File: src/rtl/aai_seq_pkg.sv
// Shared opcodes, frame kinds and controller states for the program sequencer.
package aai_seq_pkg;

    localparam logic [7:0] OPC_WREN = 8'h06;
    localparam logic [7:0] OPC_WRDI = 8'h04;
    localparam logic [7:0] OPC_RDSR = 8'h05;
    localparam logic [7:0] OPC_BYTE = 8'h02;
    localparam logic [7:0] OPC_WORD = 8'hAD;

    typedef enum logic [2:0] {
        FR_WREN,
        FR_WRDI,
        FR_RDSR,
        FR_BYTE,
        FR_WFIRST,
        FR_WNEXT
    } frame_e;

    typedef enum logic [2:0] {
        ST_IDLE,
        ST_PLAN,
        ST_WREN,
        ST_PROG,
        ST_POLL,
        ST_STAT,
        ST_WRDI
    } seq_state_e;

endpackage

File: src/rtl/aai_frame_tx.sv
// Frame emitter: serialises one command frame of a given kind onto the byte
// master port. Data slots pass the input stream straight through.
// Assumes: go_i is only pulsed while idle, and addr_i is stable for the frame.
module aai_frame_tx
    import aai_seq_pkg::*;
#(
    parameter int ADDR_W = 24
) (
    input  logic              clk,
    input  logic              rst_n,
    input  logic              go_i,
    input  frame_e            kind_i,
    input  logic [ADDR_W-1:0] addr_i,
    output logic              done_o,
    output logic              tx_valid_o,
    output logic [7:0]        tx_byte_o,
    output logic              tx_last_o,
    input  logic              tx_ready_i,
    input  logic              in_valid_i,
    input  logic [7:0]        in_byte_i,
    output logic              in_ready_o
);
    localparam int AB = ADDR_W / 8;

    logic              active_q;
    frame_e            kind_q;
    logic [3:0]        idx_q;
    logic [3:0]        flen;
    logic [3:0]        dstart;
    logic [7:0]        opc;
    logic              data_slot;
    logic [3:0]        sel;
    logic [ADDR_W-1:0] addr_sh;

    // Frame length, first data slot and opcode per frame kind.
    always_comb begin
        flen   = 4'd1;
        dstart = 4'd1;
        opc    = OPC_WREN;
        unique case (kind_q)
            FR_WREN:   begin flen = 4'd1;       dstart = 4'd1;       opc = OPC_WREN; end
            FR_WRDI:   begin flen = 4'd1;       dstart = 4'd1;       opc = OPC_WRDI; end
            FR_RDSR:   begin flen = 4'd2;       dstart = 4'd2;       opc = OPC_RDSR; end
            FR_BYTE:   begin flen = 4'(AB + 2); dstart = 4'(AB + 1); opc = OPC_BYTE; end
            FR_WFIRST: begin flen = 4'(AB + 3); dstart = 4'(AB + 1); opc = OPC_WORD; end
            FR_WNEXT:  begin flen = 4'd3;       dstart = 4'd1;       opc = OPC_WORD; end
            default:   begin flen = 4'd1;       dstart = 4'd1;       opc = OPC_WREN; end
        endcase
    end

    // Byte multiplexer: opcode, address bytes (MSB first), dummy or stream data.
    always_comb begin
        sel       = 4'(AB) - idx_q;
        addr_sh   = addr_i >> {sel, 3'b000};
        data_slot = (idx_q >= dstart) && (idx_q < flen);
        if (idx_q == 4'd0)            tx_byte_o = opc;
        else if (data_slot)           tx_byte_o = in_byte_i;
        else if (kind_q == FR_RDSR)   tx_byte_o = 8'h00;
        else                          tx_byte_o = addr_sh[7:0];
        tx_valid_o = active_q && (data_slot ? in_valid_i : 1'b1);
        in_ready_o = active_q && data_slot && tx_ready_i;
        tx_last_o  = active_q && (idx_q == flen - 4'd1);
        done_o     = tx_valid_o && tx_ready_i && tx_last_o;
    end

    // Frame progress: start on go, step on each accepted byte, stop after the last.
    always_ff @(posedge clk) begin
        if (!rst_n) begin
            active_q <= 1'b0;
            kind_q   <= FR_WREN;
            idx_q    <= '0;
        end else if (!active_q) begin
            if (go_i) begin
                active_q <= 1'b1;
                kind_q   <= kind_i;
                idx_q    <= '0;
            end
        end else if (tx_valid_o && tx_ready_i) begin
            if (tx_last_o) active_q <= 1'b0;
            else           idx_q    <= idx_q + 4'd1;
        end
    end

endmodule

File: src/rtl/aai_wait_timer.sv
// Busy-wait timer: counts cycles while running, saturating at LIMIT.
// Assumes: clear_i is pulsed at the end of each program frame.
module aai_wait_timer #(
    parameter int LIMIT = 4096
) (
    input  logic clk,
    input  logic rst_n,
    input  logic clear_i,
    input  logic run_i,
    output logic expired_o
);
    localparam int CW = $clog2(LIMIT + 1);

    logic [CW-1:0] cnt_q;

    assign expired_o = (cnt_q == CW'(LIMIT));

    // Saturating cycle count since the last clear.
    always_ff @(posedge clk) begin
        if (!rst_n || clear_i) cnt_q <= '0;
        else if (run_i && !expired_o) cnt_q <= cnt_q + CW'(1);
    end

endmodule

File: src/rtl/aai_program_seq.sv
// Program sequencer top: splits a byte range into single-byte and
// auto-increment word program frames, with write enable/disable and
// busy polling, and aborts on a busy-wait timeout.
// Assumes: the shifter returns rx_valid_i for the last byte of each status frame.
module aai_program_seq
    import aai_seq_pkg::*;
#(
    parameter int          ADDR_W         = 24,
    parameter int          LEN_W          = 16,
    parameter int          TIMEOUT_CYCLES = 4096,
    parameter logic [7:0]  BUSY_MASK      = 8'h01
) (
    input  logic              clk,
    input  logic              rst_n,
    input  logic              start_i,
    input  logic              byte_mode_i,
    input  logic [ADDR_W-1:0] addr_i,
    input  logic [LEN_W-1:0]  len_i,
    output logic              busy_o,
    output logic              done_o,
    output logic              err_o,
    output logic [LEN_W-1:0]  written_o,
    input  logic              in_valid_i,
    input  logic [7:0]        in_byte_i,
    output logic              in_ready_o,
    output logic              tx_valid_o,
    output logic [7:0]        tx_byte_o,
    output logic              tx_last_o,
    input  logic              tx_ready_i,
    input  logic              rx_valid_i,
    input  logic [7:0]        rx_byte_i
);
    seq_state_e        state_q;
    logic [ADDR_W-1:0] cur_addr_q;
    logic [LEN_W-1:0]  remain_q;
    logic [LEN_W-1:0]  written_q;
    logic              bmode_q;
    logic              aai_on_q;
    logic              wrdi_due_q;
    frame_e            prog_kind_q;
    logic              go_q;
    frame_e            go_kind_q;
    logic              done_q;
    logic              err_q;
    logic              fe_done;
    logic              tmo_expired;
    logic              flash_busy;
    logic              pick_single;
    logic [1:0]        step;

    aai_frame_tx #(.ADDR_W(ADDR_W)) frame_i (
        .clk        (clk),
        .rst_n      (rst_n),
        .go_i       (go_q),
        .kind_i     (go_kind_q),
        .addr_i     (cur_addr_q),
        .done_o     (fe_done),
        .tx_valid_o (tx_valid_o),
        .tx_byte_o  (tx_byte_o),
        .tx_last_o  (tx_last_o),
        .tx_ready_i (tx_ready_i),
        .in_valid_i (in_valid_i),
        .in_byte_i  (in_byte_i),
        .in_ready_o (in_ready_o)
    );

    aai_wait_timer #(.LIMIT(TIMEOUT_CYCLES)) timer_i (
        .clk       (clk),
        .rst_n     (rst_n),
        .clear_i   ((state_q == ST_PROG) && fe_done),
        .run_i     ((state_q == ST_POLL) || (state_q == ST_STAT)),
        .expired_o (tmo_expired)
    );

    // Decode helpers: busy flag of a status reply, next program form, address step.
    always_comb begin
        flash_busy  = |(rx_byte_i & BUSY_MASK);
        pick_single = bmode_q || cur_addr_q[0] || (remain_q == LEN_W'(1));
        step        = (prog_kind_q == FR_BYTE) ? 2'd1 : 2'd2;
    end

    assign busy_o    = (state_q != ST_IDLE);
    assign done_o    = done_q;
    assign err_o     = err_q;
    assign written_o = written_q;

    // Run controller: picks the next frame and tracks address, remaining and confirmed bytes.
    always_ff @(posedge clk) begin
        if (!rst_n) begin
            state_q     <= ST_IDLE;
            cur_addr_q  <= '0;
            remain_q    <= '0;
            written_q   <= '0;
            bmode_q     <= 1'b0;
            aai_on_q    <= 1'b0;
            wrdi_due_q  <= 1'b0;
            prog_kind_q <= FR_BYTE;
            go_q        <= 1'b0;
            go_kind_q   <= FR_WREN;
            done_q      <= 1'b0;
            err_q       <= 1'b0;
        end else begin
            go_q   <= 1'b0;
            done_q <= 1'b0;
            unique case (state_q)
                ST_IDLE: begin
                    if (start_i) begin
                        cur_addr_q <= addr_i;
                        remain_q   <= len_i;
                        bmode_q    <= byte_mode_i;
                        written_q  <= '0;
                        err_q      <= 1'b0;
                        aai_on_q   <= 1'b0;
                        wrdi_due_q <= 1'b0;
                        state_q    <= ST_PLAN;
                    end
                end
                ST_PLAN: begin
                    if (aai_on_q && (remain_q >= LEN_W'(2))) begin
                        prog_kind_q <= FR_WNEXT;
                        go_q        <= 1'b1;
                        go_kind_q   <= FR_WNEXT;
                        state_q     <= ST_PROG;
                    end else if (aai_on_q) begin
                        aai_on_q  <= 1'b0;
                        go_q      <= 1'b1;
                        go_kind_q <= FR_WRDI;
                        state_q   <= ST_WRDI;
                    end else if (remain_q == '0) begin
                        if (wrdi_due_q) begin
                            wrdi_due_q <= 1'b0;
                            go_q       <= 1'b1;
                            go_kind_q  <= FR_WRDI;
                            state_q    <= ST_WRDI;
                        end else begin
                            done_q  <= 1'b1;
                            state_q <= ST_IDLE;
                        end
                    end else begin
                        prog_kind_q <= pick_single ? FR_BYTE : FR_WFIRST;
                        wrdi_due_q  <= wrdi_due_q | bmode_q;
                        go_q        <= 1'b1;
                        go_kind_q   <= FR_WREN;
                        state_q     <= ST_WREN;
                    end
                end
                ST_WREN: begin
                    if (fe_done) begin
                        go_q      <= 1'b1;
                        go_kind_q <= prog_kind_q;
                        aai_on_q  <= (prog_kind_q == FR_WFIRST);
                        state_q   <= ST_PROG;
                    end
                end
                ST_PROG: begin
                    if (fe_done) begin
                        go_q      <= 1'b1;
                        go_kind_q <= FR_RDSR;
                        state_q   <= ST_POLL;
                    end
                end
                ST_POLL: begin
                    if (fe_done) state_q <= ST_STAT;
                end
                ST_STAT: begin
                    if (rx_valid_i) begin
                        if (!flash_busy) begin
                            cur_addr_q <= cur_addr_q + ADDR_W'(step);
                            remain_q   <= remain_q - LEN_W'(step);
                            written_q  <= written_q + LEN_W'(step);
                            state_q    <= ST_PLAN;
                        end else if (tmo_expired) begin
                            err_q   <= 1'b1;
                            done_q  <= 1'b1;
                            state_q <= ST_IDLE;
                        end else begin
                            go_q      <= 1'b1;
                            go_kind_q <= FR_RDSR;
                            state_q   <= ST_POLL;
                        end
                    end
                end
                ST_WRDI: begin
                    if (fe_done) state_q <= ST_PLAN;
                end
                default: state_q <= ST_IDLE;
            endcase
        end
    end

endmodule

File: config.mk
export PLATFORM = sky130hd
export DESIGN_NAME = aai_program_seq
export DESIGN_NICKNAME = d
export VERILOG_FILES = /design/src/rtl/aai_seq_pkg.sv /design/src/rtl/aai_frame_tx.sv /design/src/rtl/aai_wait_timer.sv /design/src/rtl/aai_program_seq.sv
export SDC_FILE = /design/constraint.sdc
export NUM_CORES = 1
export LEC_CHECK = 0
export ABC_AREA = 1
export BUFFER_PORTS_ARGS = -buffer_cell sky130_fd_sc_hd__buf_2
export CAP_MARGIN = 5
export CORE_ASPECT_RATIO = 0.75
export CORE_MARGIN = 2
export CORE_UTILIZATION = 58
export CTS_CLUSTER_SIZE = 25
export DETAILED_ROUTE_END_ITERATION = 8
export PLACE_DENSITY_LB_ADDON = 0.12
export SETUP_SLACK_MARGIN = 0.2
export SLEW_MARGIN = 20
export SYNTH_ARGS = -nofsm -noshare
export SYNTH_HDL_FRONTEND = slang
export SYNTH_SLANG_ARGS = --single-unit
File: constraint.sdc
create_clock -name clk -period 3.2 [get_ports clk]
set_clock_uncertainty 0.1 [all_clocks]
set_input_delay 0.48 -clock clk [delete_from_list [all_inputs] [get_ports clk]]
set_output_delay 0.48 -clock clk [all_outputs]
set_load 0.05 [all_outputs]
======== Word-level counts from Yosys, hierarchy flattened ========
Cells that the tools add are included.
word-level totals
  register bits ........................... 92
  input port bits ......................... 63
  output and inout port bits .............. 30
  word-level logic and storage cells ...... 184
operators by class
  $add $sub $neg .......................... 7
  magnitude comparators ................... 3
  equality and inequality tests ........... 33
  shift-type cells ........................ 1
  mux-type cells .......................... 84
  bitwise gates (word level) .............. 2
  reductions and logical operators ........ 38
operators by type and width
  operator                 number
  $mux W16                 6
  $mux W3                  25
  $mux W24                 3
  $pmux W16 S2             2
  $pmux W24 S2             1
  $pmux W8 S4              1
  $mux W1                  29
  $ne A2 B2 Y1 const B     14
  $add A24 B2 Y24          1
  $mux W8                  3
  $pmux W3 S4              2
  $shr A24 B7 Y8           1
  $pmux W3 S7              1
  $eq A3 B3 Y1 const B     6
  $add A16 B2 Y16          1
  $eq A16 B1 Y1 const B    1
  $ge A16 B2 Y1 const B    1
  $logic_not A16 Y1        1
  $mux W4                  4
  $sub A16 B2 Y16          1
  $eq A3 B2 Y1 const B     5
  $add A13 B1 Y13 const B  1
  $eq A13 B13 Y1 const B   1
  $reduce_and A4 Y1        3
  other kinds (29)         54

======== Longest topological paths before layout ========
  depth after elaboration ................. 11
  mapped depth ............................ 17
  depth with buffers taken out ............ 17

======== Modules after synthesis ========
A second synthesis with hierarchy kept.
unflattened totals
  cell total of the unflattened synthesis .. 1122
  area total of the unflattened synthesis .. 6736.5 um^2
by module, submodules not included
  module           times used  cells an instance  area each (um^2)  sequential area each (um^2)
  aai_program_seq  1           780                4662.0            1421.4
  aai_frame_tx     1           202                1166.1            160.2
  aai_wait_timer   1           140                908.4             260.2

======== Least setup slack after synthesis ========
No wires, ideal clock.
  path kind ............................... flip-flop to output port
  from .................................... reg frame_i.idx_q[0]
  to ...................................... out tx_byte_o[2]
  arrival ................................. 2.656 ns
  data required time ...................... 2.620 ns
  setup slack ............................. -0.036 ns
  stages on the path, launching flop included .. 13
  buffers on the path ..................... 2
  path through ............................ dfxtp_1 > clkbuf_1 > inv_1 > clkbuf_1 > ha_1 > inv_1 > nand2_1 > nand2_1 > a21oi_1 > nand2_1 > o21ai_0 > o21ai_0 > o21ai_0
between the ends
  cells in the longest elaborated chain, start to end .. 5
  elaborated cells on any way between the ends .. 9
  those cells by class .................... add/sub (1); order compare (2); shift (1); mux (3); reduce/logical (2)
ends and longest elaborated chain
  item                      line                   text
  start: declaration        aai_frame_tx.sv:27     logic [3:0] idx_q;
  start signal: assignment  aai_frame_tx.sv:80     else idx_q <= idx_q + 4'd1;
  $sub A2 B4 Y4             aai_frame_tx.sv:53     sel = 4'(AB) - idx_q;
  $shr A24 B7 Y8            aai_frame_tx.sv:54     addr_sh = addr_i >> {sel, 3'b000};
  $mux W8                   aai_frame_tx.sv:58     else if (kind_q == FR_RDSR) tx_byte_o = 8'h00;
  $mux W8                   aai_frame_tx.sv:57     else if (data_slot) tx_byte_o = in_byte_i;
  $mux W8 *                 aai_frame_tx.sv:56     if (idx_q == 4'd0) tx_byte_o = opc;
  end: declaration          aai_program_seq.sv:27  output logic [7:0] tx_byte_o,
Mark *: on every way between the ends. The rest lies on a longest branch, timed or not.

======== Worst setup path in the final report ========
  from .................................... reg frame_i.kind_q[1]
  to ...................................... out tx_byte_o[2]
between the ends
  cells in the longest elaborated chain, start to end .. 7
  elaborated cells on any way between the ends .. 16
  those cells by class .................... order compare (2); eq/ne (5); mux (6); reduce/logical (3)
ends and longest elaborated chain
  item                                                 line                text
  start: declaration                                   aai_frame_tx.sv:26  frame_e kind_q;
  start signal: assignment                             aai_frame_tx.sv:75  kind_q <= kind_i;
  $eq A3 B2 Y1 / $eq A3 B3 Y1 (equally long branches)  aai_frame_tx.sv:40  unique case (kind_q)
  $reduce_or A2 Y1 (no source line)                    --
  $pmux W3 S2                                          aai_frame_tx.sv:40
  $ge A4 B3 Y1                                         aai_frame_tx.sv:55  data_slot = (idx_q >= dstart) && (idx_q < flen);
  $logic_and A1 B1 Y1                                  aai_frame_tx.sv:55
  $mux W8                                              aai_frame_tx.sv:57
  $mux W8 *                                            aai_frame_tx.sv:56
Marks and branches as above.

==> results.sh <==
export IMPL_status="finished clean"
export IMPL_place_area_sq_um=6890
export IMPL_fin_area_sq_um=7520
export IMPL_drc=0
export IMPL_gr_total_overflow=0
export IMPL_cp_max_fo=8
export IMPL_p_sw_mw=4.05
export IMPL_drv_cap=0
export IMPL_drt_iter0_markers=652
export IMPL_dp_hpwl_microns=12500
export IMPL_place_congestion=0.952
export IMPL_crit_required_ns=2.62
export IMPL_finalSetupViolations=0
export IMPL_critPathBufInv=3
export IMPL_viasPerCell=5.70
export IMPL_drt_wirelength_per_cell_microns=14.5
export IMPL_synth_flop_cell="dfxtp_1"
export IMPL_fin_hold_ws_ns=0.289
export IMPL_coreArea_sq_um=10800
export IMPL_netlist_area_sq_um=6350
export IMPL_clock_latency_ns=0.35
export IMPL_endpoint="tx_byte_o[2]"
export IMPL_hp_class="primary input to flop"
export IMPL_fin_cells=1251
export IMPL_cts_tree="built"
export IMPL_ant_nets=0
export IMPL_synth_top_area_cell="dfxtp_1"
export IMPL_area_delta_synth_final_pct=18.4
export IMPL_slew_violations=0
export IMPL_finalHoldViolCount=0
export IMPL_max_freq_ghz=0.334
export IMPL_drive_above_1_share_pct=17.7
export IMPL_rows=33
export IMPL_ys_seq_area_share_pct=29.0
export IMPL_slowest_delay_ns=0.39
export IMPL_antenna_found_initial=0
export IMPL_synth_edf_count=0
export IMPL_r2r_start="frame_i.kind_q[1]"
export IMPL_fp_dieH_microns=94.6
export IMPL_switching_share_pct=52.3
export IMPL_firstDrtPassIters=5
export IMPL_die_w_microns=125
export IMPL_setup_ws_ns=0.204
export IMPL_synth_top_area_share_pct=29.0
export IMPL_p_comb_share_pct=62.5
export IMPL_crit_top_cell="nand2_2"
export IMPL_power_density_nw_per_um2=1030
export IMPL_syn_inst=1021
export IMPL_slowest_stage="dfxtp_4"
export IMPL_syn_area_per_cell_sq_um=6.22
export IMPL_cts_buffer_depth=2
export IMPL_grt_pass1_vias=6203
export IMPL_worst_pin_slew_ns=0.918
export IMPL_cts_made_buffers=9
export IMPL_relSlewSlack_pct=38.4
export IMPL_critPathCaptureType="output pin"
export IMPL_post_route_period_util_pct=93.6
export IMPL_clk_pin_slew_ns=0.07
export IMPL_power_static_leakage_nw=3.18
export IMPL_synth_seq_cells=92
export IMPL_grt_pass1_wl_microns=29000
export IMPL_tns_ns=0
export IMPL_crit_chain="inv_6, nor2_4, nand2_2, nand2_2, inv_2, ha_4, nand2_2, nand2_2, a21oi_4, nand2_4, o21ai_1, o21ai_1, o21ai_1, buf_6"
export IMPL_rsz0062_at_grt="true"
export IMPL_dp_cells=1224
export IMPL_fin_util_pct=69.7
export IMPL_synth_net_count=1105
export IMPL_wl_microns=18100
export IMPL_num_antenna_cells=0
export IMPL_die_area_sq_um=11800
export IMPL_internal_power_mw=3.68
export IMPL_startpoint="frame_i.kind_q[1]"
export IMPL_critical_path_class="flop to output pin"
export IMPL_vdd_drop_max_mv=0.651
export IMPL_cts_sinks=92
export IMPL_ctsRootBufferMaster="clkbuf_16"
export IMPL_ctsHoldBuffers=0
export IMPL_synth_area_leaders="dfxtp_1, nand2_1, inv_1"
export IMPL_cts_htree_levels=3
export IMPL_crit_family="compound AO/OA/AOI/OAI gates"
export IMPL_place_ws_ns=0.184
export IMPL_route_vias_total=7128
export IMPL_min_period_ns=3.00
export IMPL_p_seq_share_pct=24.0
export IMPL_reg2regPathDepth=15
export IMPL_finalPower_mw=7.73
export IMPL_final_nets=1190
export IMPL_ys_warn_count=0
export IMPL_pin_count=93
export IMPL_cp_start_kind="flop"
export IMPL_worstPathArrival_ns=2.42
export IMPL_async_reset_ff_share_pct=0
export IMPL_ys_types=49
export IMPL_grt_max_degree=42
export IMPL_portBuffers=85
export IMPL_start_util_pct=58.9
export IMPL_timing_rr_end="timer_i.cnt_q[8]"
export IMPL_rrSetupSlack_ns=0.52
export IMPL_track_usage_pct=29.8
export IMPL_clockPowerShare_pct=13.5
export IMPL_cp_num_cells=14
-- cells in the mapped netlist, drive strengths merged, types with 5 or more instances --
cell type	n
o21ai	68
ha	18
a21oi	87
nand2	251
buf	22
nand4	19
nor2	125
nand3	81
o211ai	19
clkbuf	13
a211oi	5
xor2	10
a31oi	7
nor3	34
dfxtp	92
or2	15
inv	125
-- worst min path at each step --
stage	depth (start not counted)	slack, ns	to	start
2_1_floorplan	2	0.33	prog_kind_q[0]	prog_kind_q[0]
5_1_grt	3	0.30	remain_q[0]	len_i[0]
3_5_place_dp	2	0.35	prog_kind_q[0]	prog_kind_q[0]
3_3_place_gp	2	0.34	prog_kind_q[0]	prog_kind_q[0]
4_1_cts	3	0.28	remain_q[0]	len_i[0]
6_report	3	0.29	remain_q[0]	len_i[0]
-- layer usage --
layer	track usage, %	vias up	routed length (microns)
li1	-	3544	-
met2	46.0	317	7890
met3	5.78	35	1460
met5	0	-	0
met4	9.64	0	325
met1	42.2	3232	8470
-- kinds of logic after synthesis --
group | count (synthesis) | synth area share (%)
xor+xnor | 14 | 1.93
mux | 1 | 0.177
simple gates | 530 | 36.1
fa+ha+maj | 21 | 4.50
flops | 92 | 29.0
compound gates | 202 | 18.0
buf+inv | 161 | 10.3
-- power by group through the flow --
stage | clock (mW) | sequential [mW] | combinational (mW)
2_1_floorplan | 0 | 1.73 | 3.33
3_3_place_gp | 0 | 1.83 | 4.07
3_5_place_dp | 0 | 1.83 | 4.13
4_1_cts | 1.06 | 1.81 | 4.43
5_1_grt | 1.10 | 1.90 | 5.35
6_report | 1.04 | 1.85 | 4.84
-- final cells by class --
cell class,count,area [sq um]
Clock buffer,12,256
Clock inverter,4,30.0
Fill cell,992,3260
Inverter,126,480
Multi-Input combinational cell,769,4070
Sequential cell,92,1860
Tap cell,140,175
Timing Repair Buffer,108,653
-- flip-flops by register name, indices dropped and copies added, names as in the netlist, 3 cells and up --
signal,cells
remain_q,16
prog_kind_q,3
go_kind_q,3
timer_i.cnt_q,13
written_o,16
frame_i.kind_q,3
state_q,3
frame_i.idx_q,4
cur_addr_q,24
-- what timing repair did --
action | CTS | global route
setup endpoints to repair | 9 | 10
buffers inserted | 4 | 6
cloned | 1 | 0
pin swaps | 4 | 16
resized for setup | 21 | 54
-- cell usage in the layout, fill, tap and decap left out, types with 6 or more instances in the layout --
cell type  instances
nand4_1           19
or2_2             14
ha_1              13
o211ai_1          19
nand2_1          241
buf_4             22
inv_2             10
o21ai_0           57
nor3_1            33
dfxtp_1           87
buf_6              6
nand3_1           76
o21ai_1           10
a31oi_1            6
buf_2             77
nand2_2            7
clkbuf_16          9
xor2_1            10
nor2_1           118
a21oi_1           82
inv_1            113
-- tightest hold or removal path, delay by kind of cell --
kind | cells | cell delay [ns]
and+or+nand+nor | 1 | 0.07
AOI/OAI and AO/OA | 1 | 0.06
buffers and inverters | 1 | 0.09
(Power assumes the default switching activity.)
